[config.mk]
export PLATFORM = sky130hd
export DESIGN_NAME = sramSharedPort
export DESIGN_NICKNAME = d
export VERILOG_FILES = /design/src/rtl/sramPortPkg.sv /design/src/rtl/sramPortCtrl.sv /design/src/rtl/sramPortDatapath.sv /design/src/rtl/sramSharedPort.sv
export SDC_FILE = /design/constraint.sdc
export NUM_CORES = 1
export LEC_CHECK = 0
export ABC_AREA = 1
export ABC_CLOCK_PERIOD_IN_PS = 800
export BUFFER_PORTS_ARGS = -buffer_cell sky130_fd_sc_hd__buf_2
export CORE_AREA = 2 2 90 92
export DETAILED_ROUTE_END_ITERATION = 12
export DIE_AREA = 0 0 92 94
export PLACE_DENSITY = 0.69
export SETUP_SLACK_MARGIN = 0.3
export SYNTH_ARGS = -nofsm -noshare
export SYNTH_HDL_FRONTEND = slang
export SYNTH_SLANG_ARGS = --single-unit
[constraint.sdc]
create_clock -name vclk -period 0.8
set_clock_uncertainty 0.15 [all_clocks]
set_input_delay 0.04 -clock vclk [all_inputs]
set_output_delay 0.04 -clock vclk [all_outputs]
set_load 0.01 [all_outputs]
[src/rtl/sramPortPkg.sv]
package sramPortPkg;
  typedef struct packed {
    logic cpuGrant;
    logic vidGrant;
    logic doWrite;
    logic byteMode;
  } portStrobes_t;
endpackage

[src/rtl/sramPortCtrl.sv]
module sramPortCtrl
  import sramPortPkg::*;
(
  input  logic         clk,
  input  logic         rstN,
  input  logic         cpuReq,
  input  logic         cpuWe,
  input  logic         cpuByte,
  input  logic         dispReq,
  output logic         cpuStall,
  output portStrobes_t strobes
);
  logic heldQ;

  always_comb begin
    strobes.vidGrant = dispReq;
    strobes.cpuGrant = cpuReq && !dispReq;
    strobes.doWrite  = cpuWe;
    strobes.byteMode = cpuByte;
    cpuStall         = cpuReq && dispReq;
  end

  always_ff @(posedge clk or negedge rstN) begin
    if (!rstN) heldQ <= 1'b0;
    else       heldQ <= cpuReq && dispReq;
  end

  // a request held under display is granted once display drops
  assert_held_release_R11: assert property (@(posedge clk) disable iff (!rstN)
    (heldQ && !dispReq && cpuReq) |-> (strobes.cpuGrant && !cpuStall));

  // a cycle that stalls the processor never grants it
  assert_stall_excl_R2: assert property (@(posedge clk) disable iff (!rstN)
    cpuStall |-> (!strobes.cpuGrant && strobes.vidGrant));

  // no stall without display ownership
  assert_no_wait_R10: assert property (@(posedge clk) disable iff (!rstN)
    !dispReq |-> !cpuStall);
endmodule

[src/rtl/sramPortDatapath.sv]
module sramPortDatapath
  import sramPortPkg::*;
#(
  parameter int ADDR_W = 20,
  parameter int DATA_W = 32,
  localparam int LANES     = DATA_W / 8,
  localparam int LANE_BITS = $clog2(LANES),
  localparam int WORD_AW   = ADDR_W - LANE_BITS
)(
  input  logic                clk,
  input  logic                rstN,
  input  portStrobes_t        strobes,
  input  logic [ADDR_W-1:0]   cpuAdr,
  input  logic [DATA_W-1:0]   cpuWdata,
  output logic [DATA_W-1:0]   cpuRdata,
  input  logic [WORD_AW-1:0]  vidAdr,
  output logic [DATA_W-1:0]   vidRdata,
  output logic [WORD_AW-1:0]  sramAdr,
  output logic [DATA_W-1:0]   sramDout,
  input  logic [DATA_W-1:0]   sramDin,
  output logic [LANES-1:0]    sramBeN,
  output logic                sramWeN,
  output logic                sramCeN,
  output logic                sramOeN
);
  logic [LANE_BITS-1:0] laneSel;
  logic [7:0]           laneBytes [LANES];
  logic [LANES-1:0]     laneHot;
  logic                 cpuStore;

  assign laneSel  = cpuAdr[LANE_BITS-1:0];
  assign cpuStore = strobes.cpuGrant && strobes.doWrite;

  for (genvar k = 0; k < LANES; k++) begin : gLane
    assign laneBytes[k] = sramDin[8*k +: 8];
    assign laneHot[k]   = (laneSel == LANE_BITS'(k));
  end

  always_comb begin
    sramAdr = strobes.vidGrant ? vidAdr : cpuAdr[ADDR_W-1:LANE_BITS];
    sramDout = strobes.byteMode ? {LANES{cpuWdata[7:0]}} : cpuWdata;
    cpuRdata = strobes.byteMode ? DATA_W'(laneBytes[laneSel]) : sramDin;
    vidRdata = sramDin;
    sramCeN = !(strobes.vidGrant || strobes.cpuGrant);
    sramWeN = !cpuStore;
    sramOeN = !(strobes.vidGrant || (strobes.cpuGrant && !strobes.doWrite));
    if (strobes.vidGrant)                          sramBeN = '0;
    else if (cpuStore && strobes.byteMode)         sramBeN = ~laneHot;
    else if (strobes.cpuGrant)                     sramBeN = '0;
    else                                           sramBeN = '1;
  end

  // display fetch is a read with all lanes on
  assert_vid_read_R7: assert property (@(posedge clk) disable iff (!rstN)
    strobes.vidGrant |-> (sramWeN && !sramOeN && !sramCeN && sramBeN == '0));

  // a byte store enables exactly one lane
  assert_one_lane_R5: assert property (@(posedge clk) disable iff (!rstN)
    (cpuStore && strobes.byteMode) |-> ($countones(~sramBeN) == 1));

  // idle port drives no strobe
  assert_idle_R8: assert property (@(posedge clk) disable iff (!rstN)
    (!strobes.vidGrant && !strobes.cpuGrant) |-> (sramCeN && sramOeN && sramWeN));

  // never read and write enable together
  assert_oe_we_R9: assert property (@(posedge clk) disable iff (!rstN)
    !(!sramOeN && !sramWeN));
endmodule

[src/rtl/sramSharedPort.sv]
module sramSharedPort
  import sramPortPkg::*;
#(
  parameter int ADDR_W = 20,
  parameter int DATA_W = 32,
  localparam int LANES   = DATA_W / 8,
  localparam int WORD_AW = ADDR_W - $clog2(LANES)
)(
  input  logic               clk,
  input  logic               rstN,
  input  logic               cpuReq,
  input  logic               cpuWe,
  input  logic               cpuByte,
  input  logic [ADDR_W-1:0]  cpuAdr,
  input  logic [DATA_W-1:0]  cpuWdata,
  output logic [DATA_W-1:0]  cpuRdata,
  output logic               cpuStall,
  input  logic               dispReq,
  input  logic [WORD_AW-1:0] vidAdr,
  output logic [DATA_W-1:0]  vidRdata,
  output logic [WORD_AW-1:0] sramAdr,
  output logic [DATA_W-1:0]  sramDout,
  input  logic [DATA_W-1:0]  sramDin,
  output logic [LANES-1:0]   sramBeN,
  output logic               sramWeN,
  output logic               sramCeN,
  output logic               sramOeN
);
  portStrobes_t strobes;

  sramPortCtrl uCtrl (
    .clk(clk), .rstN(rstN), .cpuReq(cpuReq), .cpuWe(cpuWe),
    .cpuByte(cpuByte), .dispReq(dispReq), .cpuStall(cpuStall),
    .strobes(strobes)
  );

  sramPortDatapath #(.ADDR_W(ADDR_W), .DATA_W(DATA_W)) uData (
    .clk(clk), .rstN(rstN), .strobes(strobes), .cpuAdr(cpuAdr),
    .cpuWdata(cpuWdata), .cpuRdata(cpuRdata), .vidAdr(vidAdr),
    .vidRdata(vidRdata), .sramAdr(sramAdr), .sramDout(sramDout),
    .sramDin(sramDin), .sramBeN(sramBeN), .sramWeN(sramWeN),
    .sramCeN(sramCeN), .sramOeN(sramOeN)
  );
endmodule

## Word-level counts from Yosys, hierarchy flattened

Cells that the tools add are included.

| storage, ports and cells | value |
|---|---|
| flip-flop bits (word level) | 0 |
| logic and storage cells | 28 |

| cells by class | value |
|---|---|
| reduce and logical (&&, ||, !) cells | 13 |
| bitwise operators | 2 |
| order comparisons | 1 |
| muxes and demuxes | 9 |
| equality and inequality tests | 3 |

Operators with widths:

| cell | count |
|---|---|
| 32-bit two-way mux | 2 |
| 18-bit two-way mux | 1 |
| 8-bit binary-select mux with 2-bit select | 1 |
| 8-bit two-way mux | 2 |
| 4-bit two-way mux | 3 |
| 1-bit logical AND | 5 |
| 1-bit zero test | 5 |
| 2-bit equality test, second input constant | 2 |
| 4-bit NOT | 1 |
| 3-bit >= comparator, second input constant | 1 |
| 2-bit NOT with 3-bit output | 1 |
| 2-bit by 1-bit equality test with 1-bit output, second input constant | 1 |
| 2-bit zero test | 1 |
| 1-bit logical OR | 2 |

## Longest topological paths before layout

| logic depth | value |
|---|---|
| word-level depth | 6 |
| gate-level depth with buffers | 5 |
| gate-level depth less buffers | 5 |

## Cells and area by module

A second synthesis with hierarchy kept.

| unflattened totals | value |
|---|---|
| cells, all modules | 293 |
| area total of the unflattened synthesis | 1412.6 µm² |

By module, submodules not included:

| module | area each (µm²) | cells each | times used |
|---|---|---|---|
| sramPortDatapath | 1372.6 | 286 | 1 |
| sramPortCtrl | 40.0 | 7 | 1 |

## Least setup slack after synthesis

No wires, ideal clock.

| timing | value |
|---|---|
| kind | input to output |
| start | input cpuByte |
| end | output sramDout[10] |
| stages on the path | 3 |
| setup slack | -0.001 ns |
| arrival time | 0.611 ns |
| buffers on the path | 2 |
| cells stage by stage | buf_4 buf_6 o21ai_0 |

| on the way | value |
|---|---|
| longest elaborated chain between the ends | 1 |

Ends and longest elaborated chain:

| item | RTL line | RTL |
|---|---|---|
| start: declaration | sramSharedPort.sv:13 | `input logic cpuByte,` |
| 32-bit two-way mux | sramPortDatapath.sv:41 | `sramDout = strobes.byteMode ? {LANES{cpuWdata[7:0]}} : cpuWdata;` |
| end: declaration | sramSharedPort.sv:22 | `output logic [DATA_W-1:0] sramDout,` |

No other way between the ends.

## Worst setup path after layout

| timing | value |
|---|---|
| start | input cpuByte |
| end | output cpuRdata[26] |

| on the way | value |
|---|---|
| longest elaborated chain between the ends | 1 |

Ends and longest elaborated chain:

| item | RTL line | RTL |
|---|---|---|
| 32-bit two-way mux | sramPortDatapath.sv:42 | `cpuRdata = strobes.byteMode ? DATA_W'(laneBytes[laneSel]) : sramDin;` |
| end: declaration | sramSharedPort.sv:16 | `output logic [DATA_W-1:0] cpuRdata,` |

No other way between the ends.

==> impl_metrics.py <==
metrics = {
    "final_layout": {
        "register_area_sq_um": 0,
        "fin_util_pct": 56.1,
        "nets": 626,
        "design.seq.count": 0,
        "nFillCells": 649,
        "area_delta_synth_final_pct": 205,
        "nClkBuffers": 0,
        "antennaDiodeCount": 0,
        "drive_gt1_share_pct": 81.2,
    },
    "place": {
        "dp_hpwl_mm": 5.82,
        "numPortBuffers": 228,
        "place_congestion": 0.732,
    },
    "timing": {
        "setup_slack_ns": -0.171,
        "fin_setup_tns_ns": -7.72,
        "drv_slew": 0,
        "fmax_mhz": 1030,
        "fin_crit_sh_pct": 121,
        "min_period_ns": 0.971,
        "setup_viol": 80,
        "rsz0062_at_grt": "yes",
        "hold_viol": 0,
        "worst_slew_pin_slew_ns": 0.177,
        "hold_slack_ns": 0.143,
        "relSlewSlack_pct": 88.2,
    },
    "power": {
        "pwr-share-seq_pct": 0,
        "total_power_w": 0.00265,
        "power.density_nw_per_um2": 621,
        "power_frac_comb_pct": 100.0,
        "p_clk_share_pct": 0,
        "ir_worst_vdd_mv": 0.401,
        "switchingPower_w": 0.00126,
        "swShare_pct": 47.7,
        "p_int_w": 0.00139,
        "leakage_nw": 2.37,
    },
    "setup_path": {
        "critPathTopFamily": "buffers and inverters",
        "cp_common_cell": "buf_12",
        "setup.worst_path.end_class": "primary output",
        "cp_cell_sequence": "buf_12 > buf_12 > clkbuf_16 > buf_4 > nor2_4 > buf_6",
        "max_stage_delay_ns": 0.16,
        "cp.arrival_ns": 0.78,
        "worstSetupPathType": "in -> out",
        "crit_buf_inv": 5,
        "cpMaxStageDelayCell": "clkbuf_16",
        "required_ns": 0.61,
        "crit_cells": 6,
        "start_kind": "primary input",
        "crit_fanout": 6,
        "startpoint": "cpuByte",
    },
    "run_status": {
        "outcome": "finished with violations",
        "violations": "setup timing",
    },
    "yosys": {
        "synth_area_sq_um": 1400,
        "avgSynthCellArea_sq_um": 4.70,
        "yosysTopAreaCell": "nand2_1",
        "synth.top_cell.area_share_pct": 25.7,
        "synth_warnings": 0,
        "synthTopCellsByCount": "96 x nand2_1, 53 x inv_1, 46 x buf_4",
        "synth.most_common_cell": "nand2_1",
        "synthCells": 298,
        "synth_area_leaders": "nand2_1 26%, buf_4 25%, inv_1 14%, nand3_1 11%, nor2_1 8.6%",
        "syn-num-nets": 406,
        "ys_seq_area_share_pct": 0,
        "synthDistinctLibCells": 13,
    },
    "global_route": {
        "gr-usage-met3_pct": 1.36,
        "grt_pass1_wl_mm": 11.7,
        "grtUsageMet2_pct": 36.0,
        "antenna_found_initial": 0,
        "overflow": 0,
        "grt_use_total_pct": 16.2,
        "first_global_vias": 2577,
        "grt_max_degree": 14,
        "busiest_layer": "met2",
        "grt_use_met1_pct": 16.4,
    },
    "die": {
        "io-pin-count": 230,
        "core_area_sq_um": 7610,
        "rows": 32,
        "fp.dieW_um": 92,
        "fp.dieH_um": 94,
        "start_util_pct": 18.4,
        "dieArea_sq_um": 8650,
    },
    "routing": {
        "detail_route.vias_per_cell": 4.31,
        "post_drt_wl_per_cell_um": 13.0,
        "drt_iter0_markers": 61,
        "vias": 2666,
        "drtAntennaViolNets": 0,
        "dr.pass1.iters": 4,
        "route.detailed.drc": 0,
        "drt_wl_total_mm": 8.04,
    },
    "clock_network": {
        "postCtsHoldBufs": 0,
    },
    "min_path": {
        "min_to": "sramDout[7]",
        "hp-class": "in -> out",
        "whs_path_depth": 2,
        "hp-start": "cpuWdata[7]",
    },
    "job": {
        "drv_cap": 0,
    },
}
cell usage in the layout, fill, tap and decap left out:
| cell | netlist | layout |
|---|---|---|
| buf_12 | 0 | 13 |
| buf_16 | 0 | 5 |
| buf_2 | 6 | 152 |
| buf_4 | 46 | 13 |
| buf_6 | 2 | 83 |
| buf_8 | 0 | 5 |
| clkbuf_16 | 0 | 2 |
| inv_1 | 53 | 49 |
| inv_12 | 0 | 1 |
| inv_2 | 3 | 4 |
| inv_4 | 0 | 2 |
| nand2_1 | 96 | 23 |
| nand2_2 | 0 | 45 |
| nand2_4 | 0 | 25 |
| nand2_8 | 0 | 3 |
| nand3_1 | 32 | 22 |
| nand3_2 | 0 | 10 |
| nand4_1 | 2 | 2 |
| nor2_1 | 32 | 1 |
| nor2_2 | 0 | 1 |
| nor2_4 | 0 | 30 |
| o21ai_2 | 0 | 12 |
| o21ai_4 | 1 | 13 |
how the worst max path moves through the flow:
stage	end	slack [ns]
after floorplan	cpuRdata[0]	0.09
after global placement	sramBeN[2]	-0.27
after detailed placement	sramDout[31]	-0.32
after CTS	cpuRdata[26]	-0.17
after global routing	cpuRdata[11]	-0.19
final	cpuRdata[26]	-0.17
per-stage QoR:
step	area, sq um	std cells	setup slack (ns)
6_report	4270	618	-0.171
5_1_grt	4270	618	-0.191
4_1_cts	4030	616	-0.169
3_5_place_dp	3170	609	-0.315
3_3_place_gp	3170	609	-0.271
2_1_floorplan	2050	298	0.0933
area by class of cell:
class,count,area (sq um),share of cell area [%]
Multi-Input combinational cell,187,1600,37.4
Tap cell,102,128,2.99
Timing Repair Buffer,273,2320,54.3
Inverter,56,228,5.34
per-layer routing:
metal  up-vias  wire length [um]
met5         -                 0
met4         0               105
met3         8               585
met2       162              4650
met1      1196              2700
li1       1300                 -
power by group through the flow:
stage                     combinational [W]  sequential, W  clock, W
final                               0.00265              0         0
after global routing                0.00282              0         0
after CTS                           0.00251              0         0
after detailed placement            0.00193              0         0
after global placement              0.00190              0         0
after floorplan                     0.00119              0         0
logic make-up after synthesis:
group	count (synthesis)	synth area share [%]
simple gates	162	46.6
buf+inv	111	43.7
compound gates	25	9.73
timing repair:
item / CTS / global route
buffers inserted: 3 / 0
cloned: 4 / 2
pin swaps: 30 / 15
endpoints found under the setup margin: 85 / 85
gates resized for setup: 164 / 43
endpoints found under the hold margin: 0 / 0
Note: power is estimated with default switching activity, not from simulation.
